**config.mk**
```make
export PLATFORM = sky130hd
export DESIGN_NAME = gpio_irq_bank
export DESIGN_NICKNAME = d
export VERILOG_FILES = /design/src/rtl/gib_pkg.sv /design/src/rtl/gib_lane.sv /design/src/rtl/gib_sync.sv /design/src/rtl/gib_edge.sv /design/src/rtl/gpio_irq_bank.sv
export SDC_FILE = /design/constraint.sdc
export NUM_CORES = 1
export LEC_CHECK = 0
export ABC_AREA = 1
export BUFFER_PORTS_ARGS = -buffer_cell sky130_fd_sc_hd__buf_2
export CAP_MARGIN = 25
export CORE_AREA = 2 2 163 165
export CTS_CLUSTER_DIAMETER = 100
export DETAILED_ROUTE_END_ITERATION = 10
export DIE_AREA = 0 0 165 167
export PLACE_DENSITY = 0.76
export REMOVE_ABC_BUFFERS = 1
export SETUP_SLACK_MARGIN = 0.4
export SLEW_MARGIN = 20
export SYNTH_ARGS = -nofsm -noshare
export SYNTH_HDL_FRONTEND = slang
export SYNTH_HIERARCHICAL = 1
export SYNTH_SLANG_ARGS = --single-unit
```
**constraint.sdc**
```tcl
create_clock -name clk -period 1.5 [get_ports clk]
set_input_delay 0.075 -clock clk [delete_from_list [all_inputs] [get_ports clk]]
set_output_delay 0.075 -clock clk [all_outputs]
set_load 0.05 [all_outputs]
```
**src/rtl/gib_pkg.sv**
```systemverilog
package gib_pkg;
    localparam int FIELD_W  = 4;
    localparam int BIT_LOW  = 0;
    localparam int BIT_HIGH = 1;
    localparam int BIT_FALL = 2;
    localparam int BIT_RISE = 3;

    localparam int ARR_EN   = 0;
    localparam int ARR_RAW  = 1;
    localparam int ARR_MASK = 2;

    typedef enum logic [1:0] {
        SZ_BYTE  = 2'b00,
        SZ_HALF  = 2'b01,
        SZ_WORD  = 2'b10,
        SZ_WORD2 = 2'b11
    } xfer_size_e;
endpackage

```
**src/rtl/gib_lane.sv**
```systemverilog
module gib_lane
    import gib_pkg::*;
(
    input  logic [31:0] data_i,
    input  logic [1:0]  lane_i,
    input  logic [1:0]  size_i,
    output logic [31:0] wide_o
);
    logic [7:0]  byte_v;
    logic [15:0] half_v;

    always_comb begin
        byte_v = data_i[8*lane_i +: 8];
        half_v = lane_i[1] ? data_i[31:16] : data_i[15:0];
        case (xfer_size_e'(size_i))
            SZ_BYTE: wide_o = {4{byte_v}};
            SZ_HALF: wide_o = {2{half_v}};
            default: wide_o = data_i;
        endcase
    end


    always_comb begin
        lane_rep_chk: assert (size_i != 2'b00 ||
            (wide_o[31:24] == wide_o[7:0] && wide_o[23:16] == wide_o[7:0] &&
             wide_o[15:8] == wide_o[7:0]));
    end
endmodule

```
**src/rtl/gib_sync.sv**
```systemverilog
module gib_sync #(
    parameter int W = 31
) (
    input  logic         clk,
    input  logic         rst_n,
    input  logic [W-1:0] pin_i,
    output logic [W-1:0] level_o,
    output logic [W-1:0] prev_o
);
    typedef struct packed {
        logic [W-1:0] s1;
        logic [W-1:0] s2;
        logic [W-1:0] prev;
    } sync_t;

    sync_t st_d, st_q;

    always_comb begin
        st_d.s1   = pin_i;
        st_d.s2   = st_q.s1;
        st_d.prev = st_q.s2;
    end

    always_ff @(posedge clk or negedge rst_n) begin
        if (!rst_n) st_q <= '0;
        else        st_q <= st_d;
    end

    assign level_o = st_q.s2;
    assign prev_o  = st_q.prev;
endmodule

```
**src/rtl/gib_edge.sv**
```systemverilog
module gib_edge #(
    parameter int W = 31
) (
    input  logic         clk,
    input  logic         rst_n,
    input  logic [W-1:0] level_i,
    input  logic [W-1:0] prev_i,
    input  logic [W-1:0] clr_rise_i,
    input  logic [W-1:0] clr_fall_i,
    output logic [W-1:0] rise_o,
    output logic [W-1:0] fall_o
);
    typedef struct packed {
        logic [W-1:0] rise;
        logic [W-1:0] fall;
    } edge_t;

    edge_t st_d, st_q;
    logic [2*W-1:0] set_v, clr_v, cur_v;

    always_comb begin
        st_d.rise = (st_q.rise & ~clr_rise_i) | (level_i & ~prev_i);
        st_d.fall = (st_q.fall & ~clr_fall_i) | (~level_i & prev_i);
    end

    always_ff @(posedge clk or negedge rst_n) begin
        if (!rst_n) st_q <= '0;
        else        st_q <= st_d;
    end

    assign rise_o = st_q.rise;
    assign fall_o = st_q.fall;

    assign set_v = {level_i & ~prev_i, ~level_i & prev_i};
    assign clr_v = {clr_rise_i, clr_fall_i};
    assign cur_v = {rise_o, fall_o};


    set_wins_chk: assert property (@(posedge clk) disable iff (!rst_n)
        (|set_v) |=> ((cur_v & $past(set_v)) == $past(set_v)));


    sticky_chk: assert property (@(posedge clk) disable iff (!rst_n)
        (clr_v == '0) |=> ((cur_v & $past(cur_v)) == $past(cur_v)));
endmodule

```
**src/rtl/gpio_irq_bank.sv**
```systemverilog
module gpio_irq_bank
    import gib_pkg::*;
#(
    parameter int NUM_PINS = 31,
    parameter int ADDR_W   = 6
) (
    input  logic                clk,
    input  logic                rst_n,
    input  logic [NUM_PINS-1:0] pin_i,
    input  logic                bus_sel_i,
    input  logic                bus_wr_i,
    input  logic [ADDR_W-1:0]   bus_addr_i,
    input  logic [1:0]          bus_size_i,
    input  logic [31:0]         bus_wdata_i,
    output logic [31:0]         bus_rdata_o,
    output logic                irq_o
);
    localparam int FIELD_BITS = NUM_PINS * FIELD_W;
    localparam int WORDS      = (FIELD_BITS + 31) / 32;
    localparam int PAD_BITS   = WORDS * 32;

    typedef struct packed {
        logic [FIELD_BITS-1:0] en;
    } bank_t;

    bank_t st_d, st_q;

    logic [NUM_PINS-1:0] level, prev, rise, fall, clr_rise, clr_fall;
    logic [31:0]         wide;
    logic [PAD_BITS-1:0] en_pad, raw_pad, mask_pad;
    logic                wr_fire;
    int                  arr_i, slot_i;

    gib_sync #(.W(NUM_PINS)) i_sync (
        .clk(clk), .rst_n(rst_n), .pin_i(pin_i),
        .level_o(level), .prev_o(prev)
    );

    gib_edge #(.W(NUM_PINS)) i_edge (
        .clk(clk), .rst_n(rst_n), .level_i(level), .prev_i(prev),
        .clr_rise_i(clr_rise), .clr_fall_i(clr_fall),
        .rise_o(rise), .fall_o(fall)
    );

    gib_lane i_lane (
        .data_i(bus_wdata_i), .lane_i(bus_addr_i[1:0]),
        .size_i(bus_size_i), .wide_o(wide)
    );

    // word decode: array index and word slot, byte bits ignored
    always_comb begin
        arr_i  = 32'(bus_addr_i[ADDR_W-1:2]) / WORDS;
        slot_i = 32'(bus_addr_i[ADDR_W-1:2]) % WORDS;
    end

    assign wr_fire = bus_sel_i && bus_wr_i;

    // field assembly per pin
    for (genvar p = 0; p < NUM_PINS; p++) begin : g_pin
        assign raw_pad[FIELD_W*p + BIT_LOW]  = ~level[p];
        assign raw_pad[FIELD_W*p + BIT_HIGH] = level[p];
        assign raw_pad[FIELD_W*p + BIT_FALL] = fall[p];
        assign raw_pad[FIELD_W*p + BIT_RISE] = rise[p];
    end
    if (PAD_BITS > FIELD_BITS) begin : g_pad
        assign raw_pad[PAD_BITS-1:FIELD_BITS] = '0;
    end

    always_comb begin
        en_pad                 = '0;
        en_pad[FIELD_BITS-1:0] = st_q.en;
    end

    assign mask_pad = raw_pad & en_pad;
    assign irq_o    = |mask_pad;

    always_comb begin
        st_d     = st_q;
        clr_rise = '0;
        clr_fall = '0;
        if (wr_fire && arr_i == ARR_EN) begin
            for (int b = 0; b < FIELD_BITS; b++) begin
                if (b / 32 == slot_i) st_d.en[b] = wide[b % 32];
            end
        end
        if (wr_fire && arr_i == ARR_RAW) begin
            for (int p = 0; p < NUM_PINS; p++) begin
                if ((FIELD_W*p + BIT_RISE) / 32 == slot_i) begin
                    clr_rise[p] = wide[(FIELD_W*p + BIT_RISE) % 32];
                    clr_fall[p] = wide[(FIELD_W*p + BIT_FALL) % 32];
                end
            end
        end
    end

    always_ff @(posedge clk or negedge rst_n) begin
        if (!rst_n) st_q <= '0;
        else        st_q <= st_d;
    end

    always_comb begin
        bus_rdata_o = '0;
        if (bus_sel_i) begin
            case (arr_i)
                ARR_EN:   bus_rdata_o = en_pad[slot_i*32 +: 32];
                ARR_RAW:  bus_rdata_o = raw_pad[slot_i*32 +: 32];
                ARR_MASK: bus_rdata_o = mask_pad[slot_i*32 +: 32];
                default:  bus_rdata_o = '0;
            endcase
        end
    end


    en_hold_chk: assert property (@(posedge clk) disable iff (!rst_n)
        !(wr_fire && arr_i == ARR_EN) |=> $stable(st_q.en));


    irq_needs_enable_chk: assert property (@(posedge clk) disable iff (!rst_n)
        irq_o |-> (|st_q.en));


    mask_read_chk: assert property (@(posedge clk) disable iff (!rst_n)
        (bus_sel_i && !bus_wr_i && arr_i == ARR_MASK) |->
        ((bus_rdata_o & ~en_pad[slot_i*32 +: 32]) == 32'h0));
endmodule

```
==> summary.txt <==
CTS
  • H-tree Lvls: 1
  • Clk Latency, worst-skew pair: 0.57 ns
  • CTS tree: yes
  • # clock sinks: 279
  • CTS clock-pin slew for the worst setup and hold paths: 0.06 ns
  • Cts bufs inserted: 31
  • Clock Tree Buf Depth: 3
  • CTS Root Cell: clkbuf_16

Final layout
  • Layout cells sized above 1: 0.3108
  • Final core occ: 0.8308
  • Nets: 2,586
  • N_diodes: 0
  • Non-filler cells, final: 2,864
  • Area growth syn-to-layout: 37.92%

Route
  • # DRC: 0
  • 1st-iter DRT viols: 1,849
  • DRT antenna net count: 0
  • Drt wl/cell: 20.11 µm
  • Vias: 16.85k
  • Pre-antenna DRT Iters: 8
  • Routed wire length: 57,600 µm
  • Vias per cell: 5.884

Power
  • Clock Power Share: 0.323
  • Part of the power in combinational logic: 0.279
  • Sequential Power Share: 0.398
  • Power Density: 1066 nW/µm²
  • VDD IR-drop max: 1.180 mV
  • Sw power: 7.705 mW
  • Net Sw Frac: 0.3377
  • Cell-internal power: 15.11 mW
  • LEAKAGE: 10.42 nW

Synthesis
  • Ys async rst share: 1.000
  • Synthesized area per cell: 7.192 µm²
  • Netlist cell types: 35
  • Yosys top cell area share: 0.4499
  • Top cells by count, synth: nand2_1 (763), dfrtp_1 (279), inv_1 (216)
  • Ys Warns: 6
  • Top cells by area, synth: dfrtp_1 (45%), nand2_1 (18%), o21ai_0 (5.8%), inv_1 (5.2%), a21oi_1 (4.6%)
  • Syn Inst Count: 2,158
  • EDFF count, synth: 0
  • #FFs+latches synth: 279
  • Most frequent cell after synthesis: nand2_1
  • Post-synth top area cell: dfrtp_1
  • Register area share after synthesis: 0.4499
  • Ys flop type: dfrtp_1
  • Post-Syn Area: 15,520 µm²

Global route
  • Initial antenna violation count: 0
  • Overflow after GRT: 0
  • Gr usage total: 0.4005
  • Vias in the first global route: 16.26k
  • First-pass GRT wire length: 85,820 µm
  • Largest net degree at the start of global routing: 64

Worst setup path
  • Slowest CP cell: dfrtp_1
  • Most frequent cell on the critical path: nand2_1
  • Crit path max fanout: 2
  • CP max stage delay: 0.38 ns
  • Critical Path AT: 2.05 ns
  • CP Launch Type: flip-flop
  • R2r setup slk: 0.51 ns
  • Kind of critical path: reg -> out
  • Crit. End Element: output pin
  • Cell family with most CP delay: simple AND/OR/NAND/NOR gates
  • Worst path bufs/invs: 2
  • WP data required: 1.42 ns
  • Cells along the critical path: nand2_1 > nand2_2 > nor2_2 > buf_4 > nand2_1 > nor2_1 > nand2_1 > nor2_2 > nand2_2 > buf_8

Timing
  • Crit path time final: 2.127 ns
  • Slew Limit Fails: 0
  • Period utilisation layout: 1.418
  • FMAX: 470.1 MHz
  • Max-slew headroom: 0.6629
  • Final setup fails: 33
  • Fin. Hold Viols: 0
  • Unrepaired setup endpoints after global routing: true
  • Final worst slack: -0.6272 ns
  • Worst slew pin tran: 0.5057 ns
  • Skew final: 0.009694 ns

Die
  • FP Rows: 59
  • # IOs: 108
  • Initial Utilization: 0.6024
  • Core Box Area: 25,760 µm²
  • Die Wd: 165 µm
  • Die H: 167 µm
  • Die area: 27,560 µm²

Status
  • Failing checks: setup timing
  • Status: finished, violations left

Flow run
  • Max-cap violations: 0

Place
  • DP Wirelength: 36,690 µm
  • I/O Buffers: 107
  • GP Congestion: 0.9467
  • Placed cell count: 2,713

Min path
  • Worst hold path class: in -> async
layout by cell type (no fill, tap or decap), types with 6 or more instances in the layout:
cell	Yosys	routed
a21oi_1	143	101
o21ai_1	45	109
clkbuf_1	19	7
nor3_2	0	7
buf_2	58	71
a21oi_2	0	42
dfrtp_1	279	265
buf_6	10	67
o211ai_1	20	20
o21ai_2	0	7
nand3_1	97	74
clkbuf_8	0	6
nor2_2	1	55
o22ai_1	22	21
nor2_4	3	41
nand2_1	763	708
nor2_1	173	81
inv_2	10	29
dlygate4sd3_1	0	45
o21ai_0	179	108
nand2_2	3	51
buf_4	42	214
inv_1	216	193
nand2_4	21	19
clkinv_2	0	8
dfrtp_2	0	14
clkbuf_16	0	34
nand2_8	0	9
buf_12	1	42
buf_8	0	10
nand3_2	18	41
stage by stage:
stage	hold WS, ns	worst slack [ns]	setup TNS, ns	area, µm²	power, mW
4_1_cts	0.005720	-0.6155	-10.84	20340	22.07
3_3_place_gp	0.04721	-0.3341	-21.32	18030	14.05
6_report	0.04043	-0.6272	-12.13	21410	22.81
3_5_place_dp	0.04146	-0.3794	-24.08	18030	14.23
2_1_floorplan	-0.2206	-2.908	-234.08	14660	11.73
5_1_grt	0.07079	-0.7171	-14.30	21410	23.72
final timing paths:
| kind | startpoint | end | depth (start not counted) |
|---|---|---|---|
| worst max-delay path | i_edge/fall_o[20]$_DFF_PN0_ | irq_o | 10 |
| worst min-delay path | rst_n | i_sync/st_d[50]$_DFF_PN0_ | 2 |
| worst max register to register | i_sync/level_o[18]$_DFF_PN0_ | i_edge/fall_o[18]$_DFF_PN0_ | 6 |
| worst min register to register | i_sync/st_d[32]$_DFF_PN0_ | i_sync/level_o[1]$_DFF_PN0_ | 0 |
| max in group asynchronous | rst_n | i_sync/level_o[25]$_DFF_PN0_ | 3 |
| min in group clk | bus_wdata_i[20] | st_q[116]$_DFFE_PN0P_ | 5 |
logic make-up (layout without fill, tap and decap cells):
logic type      Yosys count  count (layout)  synth area share
fa+ha+maj                 4               4          0.003225
simple gates           1094            1094            0.2952
flops                   279             279            0.4499
buf+inv                 366             737            0.1116
compound gates          415             415            0.1401
layout make-up:
class                      count  area, µm²
multi-input combinational   1513       7858
sequential                   279       6999
fill                        1521       4358
timing repair buffer         453       4260
inverter                     229      899.6
clock buffer                  44      884.6
tap                          335      419.2
clock inverter                11      85.08
registers in the layout, summed over array words and instances (netlist names):
register        count
i_sync/st_d        31
i_edge/rise_o      31
st_q              124
i_sync/level_o     31
i_sync/prev_o      31
i_edge/fall_o      31
timing repair:
action	CTS	global route
setup buffers	30	17
gates cloned	1	3
pin swaps	80	118
resized for setup	266	253
endpoints found under the hold margin	327	1
hold buffers	44	1
setup endpoints to repair	92	69
metal layers:
metal  global-route usage  up-vias  wire length, µm
met3              0.07073      289             6225
li1                     -     7503                -
met1               0.5277     7928            21010
met2               0.6335     1131            26850
met5                    0        -                0
met4               0.2057        0             3520
power by group through the flow:
stage | Sequential, mW | Combinational [mW] | Clock (mW)
2_1_floorplan | 9.00 | 2.73 | 0
3_3_place_gp | 9.08 | 4.97 | 0
3_5_place_dp | 9.11 | 5.13 | 0
4_1_cts | 9.00 | 5.70 | 7.36
5_1_grt | 9.15 | 6.83 | 7.74
6_report | 9.08 | 6.36 | 7.37
Power figures use the tool's default switching activity.
